===== src/rtl/i2h_pkg.sv =====
package i2h_pkg;

  typedef enum logic [2:0] {
    RM_RNE = 3'd0,
    RM_RTZ = 3'd1,
    RM_RDN = 3'd2,
    RM_RUP = 3'd3,
    RM_RMM = 3'd4
  } rndMode_e;

  localparam logic [2:0] RM_DYN = 3'd7;

  localparam int FLAG_W  = 5;
  localparam int FLAG_NX = 0;
  localparam int FLAG_OF = 2;

  localparam int HALF_W    = 16;
  localparam int HALF_MANT = 10;
  localparam int HALF_EXP  = 5;
  localparam int HALF_BIAS = 15;

  // Strobes from control to datapath.
  typedef struct packed {
    logic     load;
    rndMode_e mode;
  } cvtStrobe_t;

endpackage


===== src/rtl/i2h_ctrl.sv =====
module i2h_ctrl
  import i2h_pkg::*;
(
  input  logic       clk,
  input  logic       rstN,
  input  logic       inValid,
  input  logic [2:0] rmField,
  input  logic [2:0] dynRm,
  output cvtStrobe_t strobe,
  output logic       outValid
);

  logic [2:0] rawMode;

  // Code 7 defers to the status register; codes past 4 fall back to RNE.
  always_comb begin
    rawMode = (rmField == RM_DYN) ? dynRm : rmField;
    strobe.load = inValid;
    if (rawMode <= 3'd4) strobe.mode = rndMode_e'(rawMode);
    else                 strobe.mode = RM_RNE;
  end

  always_ff @(posedge clk) begin
    if (!rstN) outValid <= 1'b0;
    else       outValid <= inValid;
  end

endmodule


===== src/rtl/i2h_dpath.sv =====
module i2h_dpath
  import i2h_pkg::*;
#(
  parameter int INT_W = 32,
  parameter int FLEN  = 64
) (
  input  logic              clk,
  input  logic              rstN,
  input  cvtStrobe_t        strobe,
  input  logic [INT_W-1:0]  srcInt,
  input  logic              srcSigned,
  input  logic [FLAG_W-1:0] accruedIn,
  output logic [FLEN-1:0]   resultFp,
  output logic [FLAG_W-1:0] opFlags,
  output logic [FLAG_W-1:0] accruedOut
);

  localparam int LZ_W    = $clog2(INT_W + 1);
  localparam int EXP_W   = $clog2(INT_W + HALF_BIAS) + 1;
  localparam int SIG_W   = HALF_MANT + 1;
  localparam int BOX_W   = FLEN - HALF_W;
  localparam int EXP_MAX = (1 << HALF_EXP) - 1;

  logic                 negIn, isZero;
  logic [INT_W-1:0]     mag, norm;
  logic [LZ_W-1:0]      lzCnt;
  logic [SIG_W-1:0]     sigTop;
  logic                 guardBit, stickyBit, inexact, roundUp, carry, toInf, overflow;
  logic [HALF_MANT-1:0] mantOut;
  logic [EXP_W-1:0]     expBiased;
  logic [HALF_W-1:0]    halfD, halfQ;
  logic [FLAG_W-1:0]    flagsD, flagsQ, accQ;

  // Sign and magnitude.
  always_comb begin
    negIn  = srcSigned & srcInt[INT_W-1];
    mag    = negIn ? (~srcInt + INT_W'(1)) : srcInt;
    isZero = (mag == '0);
  end

  // Leading-zero count: the highest set bit wins.
  always_comb begin
    lzCnt = LZ_W'(INT_W);
    for (int i = 0; i < INT_W; i++) begin
      if (mag[i]) lzCnt = LZ_W'(INT_W - 1 - i);
    end
  end

  // Normalise, then split into significand, guard and sticky.
  always_comb begin
    norm      = mag << lzCnt;
    sigTop    = norm[INT_W-1 -: SIG_W];
    guardBit  = norm[INT_W-SIG_W-1];
    stickyBit = |norm[INT_W-SIG_W-2:0];
    inexact   = guardBit | stickyBit;
  end

  // Round-increment decision and overflow target per mode.
  always_comb begin
    unique case (strobe.mode)
      RM_RTZ:  roundUp = 1'b0;
      RM_RDN:  roundUp = negIn & inexact;
      RM_RUP:  roundUp = ~negIn & inexact;
      RM_RMM:  roundUp = guardBit;
      default: roundUp = guardBit & (stickyBit | sigTop[0]);
    endcase
    unique case (strobe.mode)
      RM_RTZ:  toInf = 1'b0;
      RM_RDN:  toInf = negIn;
      RM_RUP:  toInf = ~negIn;
      default: toInf = 1'b1;
    endcase
  end

  // Apply the increment; a carry out bumps the exponent and clears the fraction.
  always_comb begin
    carry     = roundUp & (&sigTop);
    mantOut   = sigTop[HALF_MANT-1:0] + HALF_MANT'(roundUp);
    expBiased = EXP_W'(INT_W - 1) - EXP_W'(lzCnt) + EXP_W'(HALF_BIAS) + EXP_W'(carry);
    overflow  = !isZero && (expBiased >= EXP_W'(EXP_MAX));
  end

  // Pack the result and flags.
  always_comb begin
    halfD  = '0;
    flagsD = '0;
    if (isZero) begin
      halfD = '0;
    end else if (overflow) begin
      halfD = toInf ? {negIn, {HALF_EXP{1'b1}}, {HALF_MANT{1'b0}}}
                    : {negIn, HALF_EXP'(EXP_MAX - 1), {HALF_MANT{1'b1}}};
      flagsD[FLAG_OF] = 1'b1;
      flagsD[FLAG_NX] = 1'b1;
    end else begin
      halfD = {negIn, expBiased[HALF_EXP-1:0], mantOut};
      flagsD[FLAG_NX] = inexact;
    end
  end

  always_ff @(posedge clk) begin
    if (!rstN) begin
      halfQ  <= '0;
      flagsQ <= '0;
      accQ   <= '0;
    end else if (strobe.load) begin
      halfQ  <= halfD;
      flagsQ <= flagsD;
      accQ   <= accruedIn | flagsD;
    end
  end

  generate
    if (BOX_W > 0) begin : g_box
      assign resultFp = {{BOX_W{1'b1}}, halfQ};
    end else begin : g_nobox
      assign resultFp = halfQ;
    end
  endgenerate

  assign opFlags    = flagsQ;
  assign accruedOut = accQ;

endmodule


===== src/rtl/int2half_cvt.sv =====
module int2half_cvt
  import i2h_pkg::*;
#(
  parameter int INT_W = 32,
  parameter int FLEN  = 64
) (
  input  logic              clk,
  input  logic              rstN,
  input  logic              inValid,
  input  logic [INT_W-1:0]  srcInt,
  input  logic              srcSigned,
  input  logic [2:0]        rmField,
  input  logic [2:0]        dynRm,
  input  logic [FLAG_W-1:0] accruedIn,
  output logic              outValid,
  output logic [FLEN-1:0]   resultFp,
  output logic [FLAG_W-1:0] opFlags,
  output logic [FLAG_W-1:0] accruedOut
);

  cvtStrobe_t strobe;

  i2h_ctrl ctrl_i (
    .clk      (clk),
    .rstN     (rstN),
    .inValid  (inValid),
    .rmField  (rmField),
    .dynRm    (dynRm),
    .strobe   (strobe),
    .outValid (outValid)
  );

  i2h_dpath #(.INT_W(INT_W), .FLEN(FLEN)) dpath_i (
    .clk        (clk),
    .rstN       (rstN),
    .strobe     (strobe),
    .srcInt     (srcInt),
    .srcSigned  (srcSigned),
    .accruedIn  (accruedIn),
    .resultFp   (resultFp),
    .opFlags    (opFlags),
    .accruedOut (accruedOut)
  );

endmodule


===== config.mk =====
export PLATFORM = sky130hd
export DESIGN_NAME = int2half_cvt
export DESIGN_NICKNAME = d
export VERILOG_FILES = /design/src/rtl/i2h_pkg.sv /design/src/rtl/i2h_ctrl.sv /design/src/rtl/i2h_dpath.sv /design/src/rtl/int2half_cvt.sv
export SDC_FILE = /design/constraint.sdc
export NUM_CORES = 1
export LEC_CHECK = 0
export BUFFER_PORTS_ARGS = -buffer_cell sky130_fd_sc_hd__buf_4
export CAP_MARGIN = 20
export CORE_MARGIN = 2
export CORE_UTILIZATION = 30
export DETAILED_ROUTE_END_ITERATION = 8
export HOLD_SLACK_MARGIN = 0.15
export PLACE_DENSITY = 0.59
export SYNTH_ARGS = -nofsm -noshare
export SYNTH_HDL_FRONTEND = slang
export SYNTH_SLANG_ARGS = --single-unit

===== constraint.sdc =====
create_clock -name clk -period 9.5 [get_ports clk]
set_input_delay 0.95 -clock clk [delete_from_list [all_inputs] [get_ports clk]]
set_output_delay 0.95 -clock clk [all_outputs]
set_load 0.01 [all_outputs]

==> impl_metrics.env, run 1 <==
export IMPL_setup_viol=0
export IMPL_end_kind="flip-flop"
export IMPL_synth_edff_count=0
export IMPL_grt_pass1_vias=6269
export IMPL_grt_max_degree=55
export IMPL_cts_root_buf="clkbuf_16"
export IMPL_fp_dieH_um=149
export IMPL_ios=122
export IMPL_clk_path_buf_depth=2
export IMPL_critical_path_startpoint="srcInt[0]"
export IMPL_synth_top_area_share_pct=7.60
export IMPL_async_flop_share_pct=0
export IMPL_maxSlewHeadroom_pct=26.9
export IMPL_finalMaxSlewViolations=0
export IMPL_grt_pass1_wl_um=33600
export IMPL_final_hold_violation_count=0
export IMPL_worst_clock_skew_ns=0
export IMPL_post_drt_wl_per_cell_um=17.5
export IMPL_status="completed"
export IMPL_ys_types=101
export IMPL_p_clk_share_pct=17.4
export IMPL_vias=7155
export IMPL_dr_first_iter_drc_count=725
export IMPL_initial_core_util_pct=30.4
export IMPL_syn_avg_cell_area_um2=6.95
export IMPL_p_leak_uw=0.00251
export IMPL_place_congestion=0.950
export IMPL_grt_usage_pct=18.1
export IMPL_design_area_um2=6810
export IMPL_peakVddDrop_mv=0.0826
export IMPL_drc=0
export IMPL_r2r_start="dpath_i.halfQ[9]$_SDFFE_PN0P_"
export IMPL_period_share_pct=89.2
export IMPL_hold_path_class="flip-flop to flip-flop"
export IMPL_layout_drive_gt1_share_pct=16.7
export IMPL_grt_ovfl_total=0
export IMPL_cp_data_required_time_ns=9.63
export IMPL_critPathLaunchType="input pin"
export IMPL_core_area_um2=20800
export IMPL_synth_top_cells_by_count="83 x nor2_1, 64 x a21oi_1, 61 x buf_4, 61 x nand2_1, 49 x o21ai_0"
export IMPL_netlist_area_um2=6320
export IMPL_layout_area_seq_um2=480
export IMPL_ctsResizeCount=0
export IMPL_r2r_slack_ns=8.42
export IMPL_syn_inst=910
export IMPL_grt_antenna_before_repair=0
export IMPL_synth_ff_latch_count=24
export IMPL_die_w_um=149
export IMPL_path_class="input pin to flip-flop"
export IMPL_endpoint="dpath_i.halfQ[4]$_SDFFE_PN0P_"
export IMPL_firstDrtPassIters=6
export IMPL_clkLatencyLatePin_ns=0.25
export IMPL_syn_to_final_growth_pct=7.70
export IMPL_clkTransAtPathRegs_ns=0.06
export IMPL_vias_per_cell=5.96
export IMPL_cts_setup_buffers=0
export IMPL_yosysTopAreaCell="dfxtp_1"
export IMPL_wirelength_um=21000
export IMPL_tightest_slew_ns=1.10
export IMPL_ys_flop_type="dfxtp_1"
export IMPL_htreeDepth=1
export IMPL_fp_row_count=53
export IMPL_yosysWarnings=0
export IMPL_placed_area_um2=6700
export IMPL_fin_tns_setup_ns=0
export IMPL_power_frac_comb_pct=66.1
export IMPL_ant_nets=0
export IMPL_die_area_um2=22200
export IMPL_rsz0062_at_grt="false"
export IMPL_portBuffers=70
export IMPL_place_hpwl_um=16500
export IMPL_critPathMaxFanout=27
export IMPL_synth_top_cells_by_area="dfxtp_1 7.6%, buf_4 7.2%, a21oi_1 5.1%, nor2_1 4.9%, o21ai_0 3.9%"
export IMPL_multi_input_area_um2=5180
export IMPL_fmax_mhz=118
export IMPL_worstRegToRegCells=4
export IMPL_seq_area_frac_synth_pct=7.60
export IMPL_period_needed_ns=8.47
export IMPL_cts_sinks=24
export IMPL_seqPwrFrac_pct=16.5
export IMPL_placed_cells=1197
export IMPL_num_antenna_cells=0
export IMPL_p_total_uw=678
export IMPL_hold_buffers=0
export IMPL_whs_ns=0.437
export IMPL_switching_share_pct=48.5
export IMPL_net_switching_power_uw=329
export IMPL_nFillCells=2311
export IMPL_r2r_end="dpath_i.halfQ[9]$_SDFFE_PN0P_"
export IMPL_yosysMostFrequentCell="nor2_1"
export IMPL_nets=980
export IMPL_drv_cap=0
export IMPL_hold_start="dpath_i.halfQ[12]$_SDFFE_PN0P_"
export IMPL_numCtsBuffers=3
export IMPL_p_per_area_nw_per_um2=99.6
export IMPL_instances_no_fill=1201
export IMPL_arrival_ns=8.61
export IMPL_intPower_uw=349
export IMPL_cts_tree="built"
[power groups by stage]
stage | combinational, uW | sequential (uW) | clock [uW]
6_report | 448 | 112 | 118
5_1_grt | 492 | 113 | 124
4_1_cts | 437 | 112 | 119
3_5_place_dp | 434 | 115 | 0
3_3_place_gp | 434 | 114 | 0
2_1_floorplan | 334 | 117 | 0
[per-layer routing]
layer  routed length (um)  GRT usage [%]  vias to the layer above
li1                     -              -                     3404
met1                 9950           28.0                     3298
met2                 8990           27.5                      426
met3                 1740           1.04                       27
met4                  348           3.67                        0
met5                    0              0                        -
[logic make-up (layout without fill, tap and decap cells)]
family / Yosys count / in the layout / synth area share [%]
AO/OA/AOI/OAI: 327 / 327 / 37.6
flip-flops: 24 / 24 / 7.60
multiplexers: 21 / 21 / 3.46
XOR/XNOR: 41 / 41 / 5.92
other: 2 / 51 / 0.119
adder cells (fa/ha/maj): 6 / 6 / 1.19
buffers and inverters: 140 / 107 / 13.4
AND/OR/NAND/NOR: 349 / 349 / 30.8
[how the worst min path moves through the flow]
stage	to	slack (ns)	cells past startpoint
after global placement	dpath_i.halfQ[13]$_SDFFE_PN0P_	0.43	2
final	dpath_i.halfQ[12]$_SDFFE_PN0P_	0.44	2
after detailed placement	dpath_i.halfQ[12]$_SDFFE_PN0P_	0.43	2
after floorplan	dpath_i.halfQ[12]$_SDFFE_PN0P_	0.46	2
after global routing	dpath_i.halfQ[12]$_SDFFE_PN0P_	0.46	2
after CTS	dpath_i.halfQ[12]$_SDFFE_PN0P_	0.44	2
[state kept, by name, indices dropped and copies added (netlist names)]
register            count
dpath_i.halfQ          16
dpath_i.accruedOut      5
dpath_i.opFlags         2
ctrl_i.outValid         1
[stage by stage]
step           worst slack, ns  util [%]
2_1_floorplan             2.38         -
3_3_place_gp              1.11      32.2
3_5_place_dp             0.904      32.2
4_1_cts                   1.14      32.7
5_1_grt                  0.502      32.7
6_report                  1.03      32.7
[area by class of cell]
class / instances / area share [%]
inverters: 20 / 1.10
clock buffers: 3 / 1.10
well taps: 275 / 5.05
repair buffers: 83 / 9.15
flip-flops and latches: 24 / 7.06
multi-input cells: 795 / 76.1
clock inverters: 1 / 0.441
[worst max-delay path, stage by stage]
cell and delay, ns:
buf_4 0.16, inv_1 0.19, ha_1 0.29, or4b_4 0.54
nor3_2 0.25, a32oi_1 0.15, o21ai_1 0.33, nand2b_1 0.23
o21a_1 0.88, mux2_2 0.42, a21oi_1 0.45, a31oi_1 0.16
a32oi_1 0.31, mux2i_1 0.13, a221oi_1 0.55, nand4_1 0.17
or3_1 0.33, ha_1 0.21, ha_1 0.22, and3_1 0.16
o21ai_0 0.15, nor2_1 0.06, nor3_1 0.27, a41o_1 0.39
nand2_1 0.13, and3_1 0.27, a21oi_1 0.15, o21ai_0 0.10
[layout by cell type, fill, tap and decap left out, drive strengths merged, types with 19 or more instances in the layout]
cell type and count:
buf 83, nand4 26, o21ai 71, dfxtp 24
inv 19, conb 51, nor3 29, xnor2 28
nand2 63, nor2 86, a211oi 26, a31oi 20
a21oi 67, nand3 41
Power figures use the tool's default switching activity.
==> run 2, diff against run 1 <==
SYNTH_HIERARCHICAL = 1   (was not set)
==> run 2 against run 1 <==
Wire length up 13%. Synthesized cell count down 1.2%. Sequential share of layout area down 0.22 points. Sequential power about the same. Critical path type unchanged.
==> impl_metrics.env, run 2 <==
export IMPL_status="completed"
export IMPL_fp_row_count=53
export IMPL_dr_first_iter_drc_count=857
export IMPL_cts_setup_buffers=0
export IMPL_core_area_um2=21000
export IMPL_hold_path_class="flip-flop to flip-flop"
export IMPL_path_buf_inv=3
export IMPL_drc=0
export IMPL_period_needed_ns=8.54
export IMPL_p_leak_uw=0.00252
export IMPL_nets=986
export IMPL_yosysTopAreaCell="dfxtp_1"
export IMPL_critical_path_startpoint="srcInt[0]"
export IMPL_end_kind="flip-flop"
export IMPL_layout_common_cells="101 x buf_4, 66 x nand2_1, 62 x nor2_1"
export IMPL_p_per_area_nw_per_um2=96.9
export IMPL_critPathMaxFanout=22
export IMPL_instances_no_fill=1207
export IMPL_portBuffers=70
export IMPL_grt_ovfl_total=0
export IMPL_synth_top_cells_by_area="dfxtp_1 7.5%, buf_4 6.8%, a21oi_1 4.7%, nand2_1 3.9%, o21ai_0 3.7%"
export IMPL_grt_pass1_vias=6675
export IMPL_nFillCells=2280
export IMPL_clkTransAtPathRegs_ns=0.06
export IMPL_critPathLaunchType="input pin"
export IMPL_hold_buffers=0
export IMPL_synth_top_area_share_pct=7.53
export IMPL_async_flop_share_pct=0
export IMPL_placed_area_um2=6920
export IMPL_setup_viol=0
export IMPL_final_common_cell="buf_4"
export IMPL_numCtsBuffers=3
export IMPL_rsz0062_at_grt="false"
export IMPL_final_hold_violation_count=0
export IMPL_yosysWarnings=6
export IMPL_worst_clock_skew_ns=0
export IMPL_r2r_slack_ns=8.15
export IMPL_peakVddDrop_mv=0.0679
export IMPL_syn_to_final_growth_pct=10.1
export IMPL_ios=122
export IMPL_die_w_um=150
export IMPL_grt_antenna_before_repair=0
export IMPL_place_hpwl_um=18800
export IMPL_syn_inst=899
export IMPL_tightest_slew_ns=0.989
export IMPL_syn_avg_cell_area_um2=7.10
export IMPL_yosysMostFrequentCell="nand2_1"
export IMPL_cts_tree="built"
export IMPL_synth_edff_count=0
export IMPL_grt_usage_pct=20.4
export IMPL_finalMaxSlewViolations=0
export IMPL_post_place_ws_ns=0.860
export IMPL_fmax_mhz=117
export IMPL_setup_slack_ns=0.958
export IMPL_synth_ff_latch_count=24
export IMPL_max_flop_register="dpath_i/halfQ"
export IMPL_fin_tns_setup_ns=0
export IMPL_period_share_pct=89.9
export IMPL_cts_root_buf="clkbuf_16"
export IMPL_cts_sinks=24
export IMPL_wirelength_um=23800
export IMPL_path_class="input pin to flip-flop"
export IMPL_ys_flop_type="dfxtp_1"
export IMPL_ant_nets=0
export IMPL_cp_slowest_stage_delay_ns=0.51
export IMPL_r2r_end="dpath_i/halfQ[8]$_SDFFE_PN0P_"
export IMPL_maxSlewHeadroom_pct=34.1
export IMPL_synth_top_cells_by_count="66 x nand2_1, 62 x nor2_1, 60 x a21oi_1, 58 x buf_4, 47 x o21ai_0"
export IMPL_ctsResizeCount=0
export IMPL_layout_drive_gt1_share_pct=16.3
export IMPL_vias_per_cell=6.12
export IMPL_critical_path_slowest_cell="o41ai_4"
export IMPL_initial_core_util_pct=30.5
export IMPL_arrival_ns=8.69
export IMPL_design_area_um2=7030
export IMPL_placed_cells=1203
export IMPL_htreeDepth=1
export IMPL_die_area_um2=22500
export IMPL_finalCoreUtilization_pct=33.5
export IMPL_endpoint="dpath_i/halfQ[9]$_SDFFE_PN0P_"
export IMPL_r2r_start="dpath_i/halfQ[8]$_SDFFE_PN0P_"
export IMPL_worstRegToRegCells=4
export IMPL_cp_depth=28
export IMPL_clk_path_buf_depth=2
export IMPL_grt_max_degree=38
export IMPL_place_congestion=1.00
export IMPL_firstDrtPassIters=6
export IMPL_drv_cap=0
export IMPL_num_antenna_cells=0
export IMPL_fp_dieH_um=150
export IMPL_seq_area_frac_synth_pct=7.53
export IMPL_post_drt_wl_per_cell_um=19.8
export IMPL_cp_data_required_time_ns=9.64
export IMPL_netlist_area_um2=6380
export IMPL_clkLatencyLatePin_ns=0.26
export IMPL_grt_pass1_wl_um=37100
export IMPL_largest_reg_flops=16
export IMPL_ys_types=100
export IMPL_vias=7385
export IMPL_crit_family="compound AO/OA/AOI/OAI gates"
## run 2: changes by cell type after synthesis, sizes merged, moves of 10 or more
cell / delta
nor2: -23
buf: -18
nand4: -13
o211ai: +10
o21ai: -16
nor3: +19
nand3: -11
a21boi: +11
clkbuf: +19
## run 2: how the worst min path moves through the flow
stage | cells past startpoint | slack (ns) | endpoint | start
finish | 2 | 0.47 | dpath_i/halfQ[15]$_SDFFE_PN0P_ | dpath_i/halfQ[15]$_SDFFE_PN0P_
global route | 1 | 0.49 | dpath_i/opFlags[0]$_SDFFE_PN0P_ | dpath_i/opFlags[0]$_SDFFE_PN0P_
CTS | 2 | 0.47 | dpath_i/halfQ[15]$_SDFFE_PN0P_ | dpath_i/halfQ[15]$_SDFFE_PN0P_
detailed placement | 1 | 0.46 | dpath_i/opFlags[0]$_SDFFE_PN0P_ | dpath_i/opFlags[0]$_SDFFE_PN0P_
global placement | 1 | 0.46 | dpath_i/opFlags[0]$_SDFFE_PN0P_ | dpath_i/opFlags[0]$_SDFFE_PN0P_
floorplan | 2 | 0.49 | dpath_i/halfQ[15]$_SDFFE_PN0P_ | dpath_i/halfQ[15]$_SDFFE_PN0P_
## run 2: per-stage QoR
stage | total power (uW) | hold slack, ns
2_1_floorplan | 439 | 0.485
5_1_grt | 724 | 0.495
4_1_cts | 672 | 0.474
3_5_place_dp | 549 | 0.464
3_3_place_gp | 553 | 0.457
6_report | 681 | 0.469
## run 2: area by class of cell
type                       instances  area [um^2]  area share, %
tap                              275          344           4.90
clock inverter                     1         30.0          0.427
timing repair buffer             101          758           10.8
multi-input combinational        790         5290           75.2
inverter                          13         53.8          0.766
sequential                        24          480           6.84
clock buffer                       3         75.1           1.07
## run 2: kinds of logic after synthesis
group	synth area share, %
muxes	3.98
adders and majority gates	1.33
DFF	7.53
other	0.118
xor gates and xnor gates	5.31
AOI/OAI and AO/OA	39.9
and+or+nand+nor	29.3
buffers and inverters	12.6
## run 2: worst register-to-register path, stage by stage, from the launching register on
cell	delay, ns
dfxtp_1	0.34
a21oi_1	0.20
or4b_1	0.45
mux2i_1	0.18
nor4b_2	0.07
## run 2: power breakdown
group | internal, uW | switching (uW)
Sequential | 107 | 3.55
Combinational | 156 | 293
Clock | 83.8 | 37.2
Total | 348 | 333
## run 2: metal layers
| metal | GRT usage, % | share of wire [%] |
|---|---|---|
| met5 | 0 | 0 |
| met4 | 4.72 | 2.4 |
| met3 | 2.68 | 8.4 |
| met2 | 32.8 | 45 |
| met1 | 28.9 | 44 |
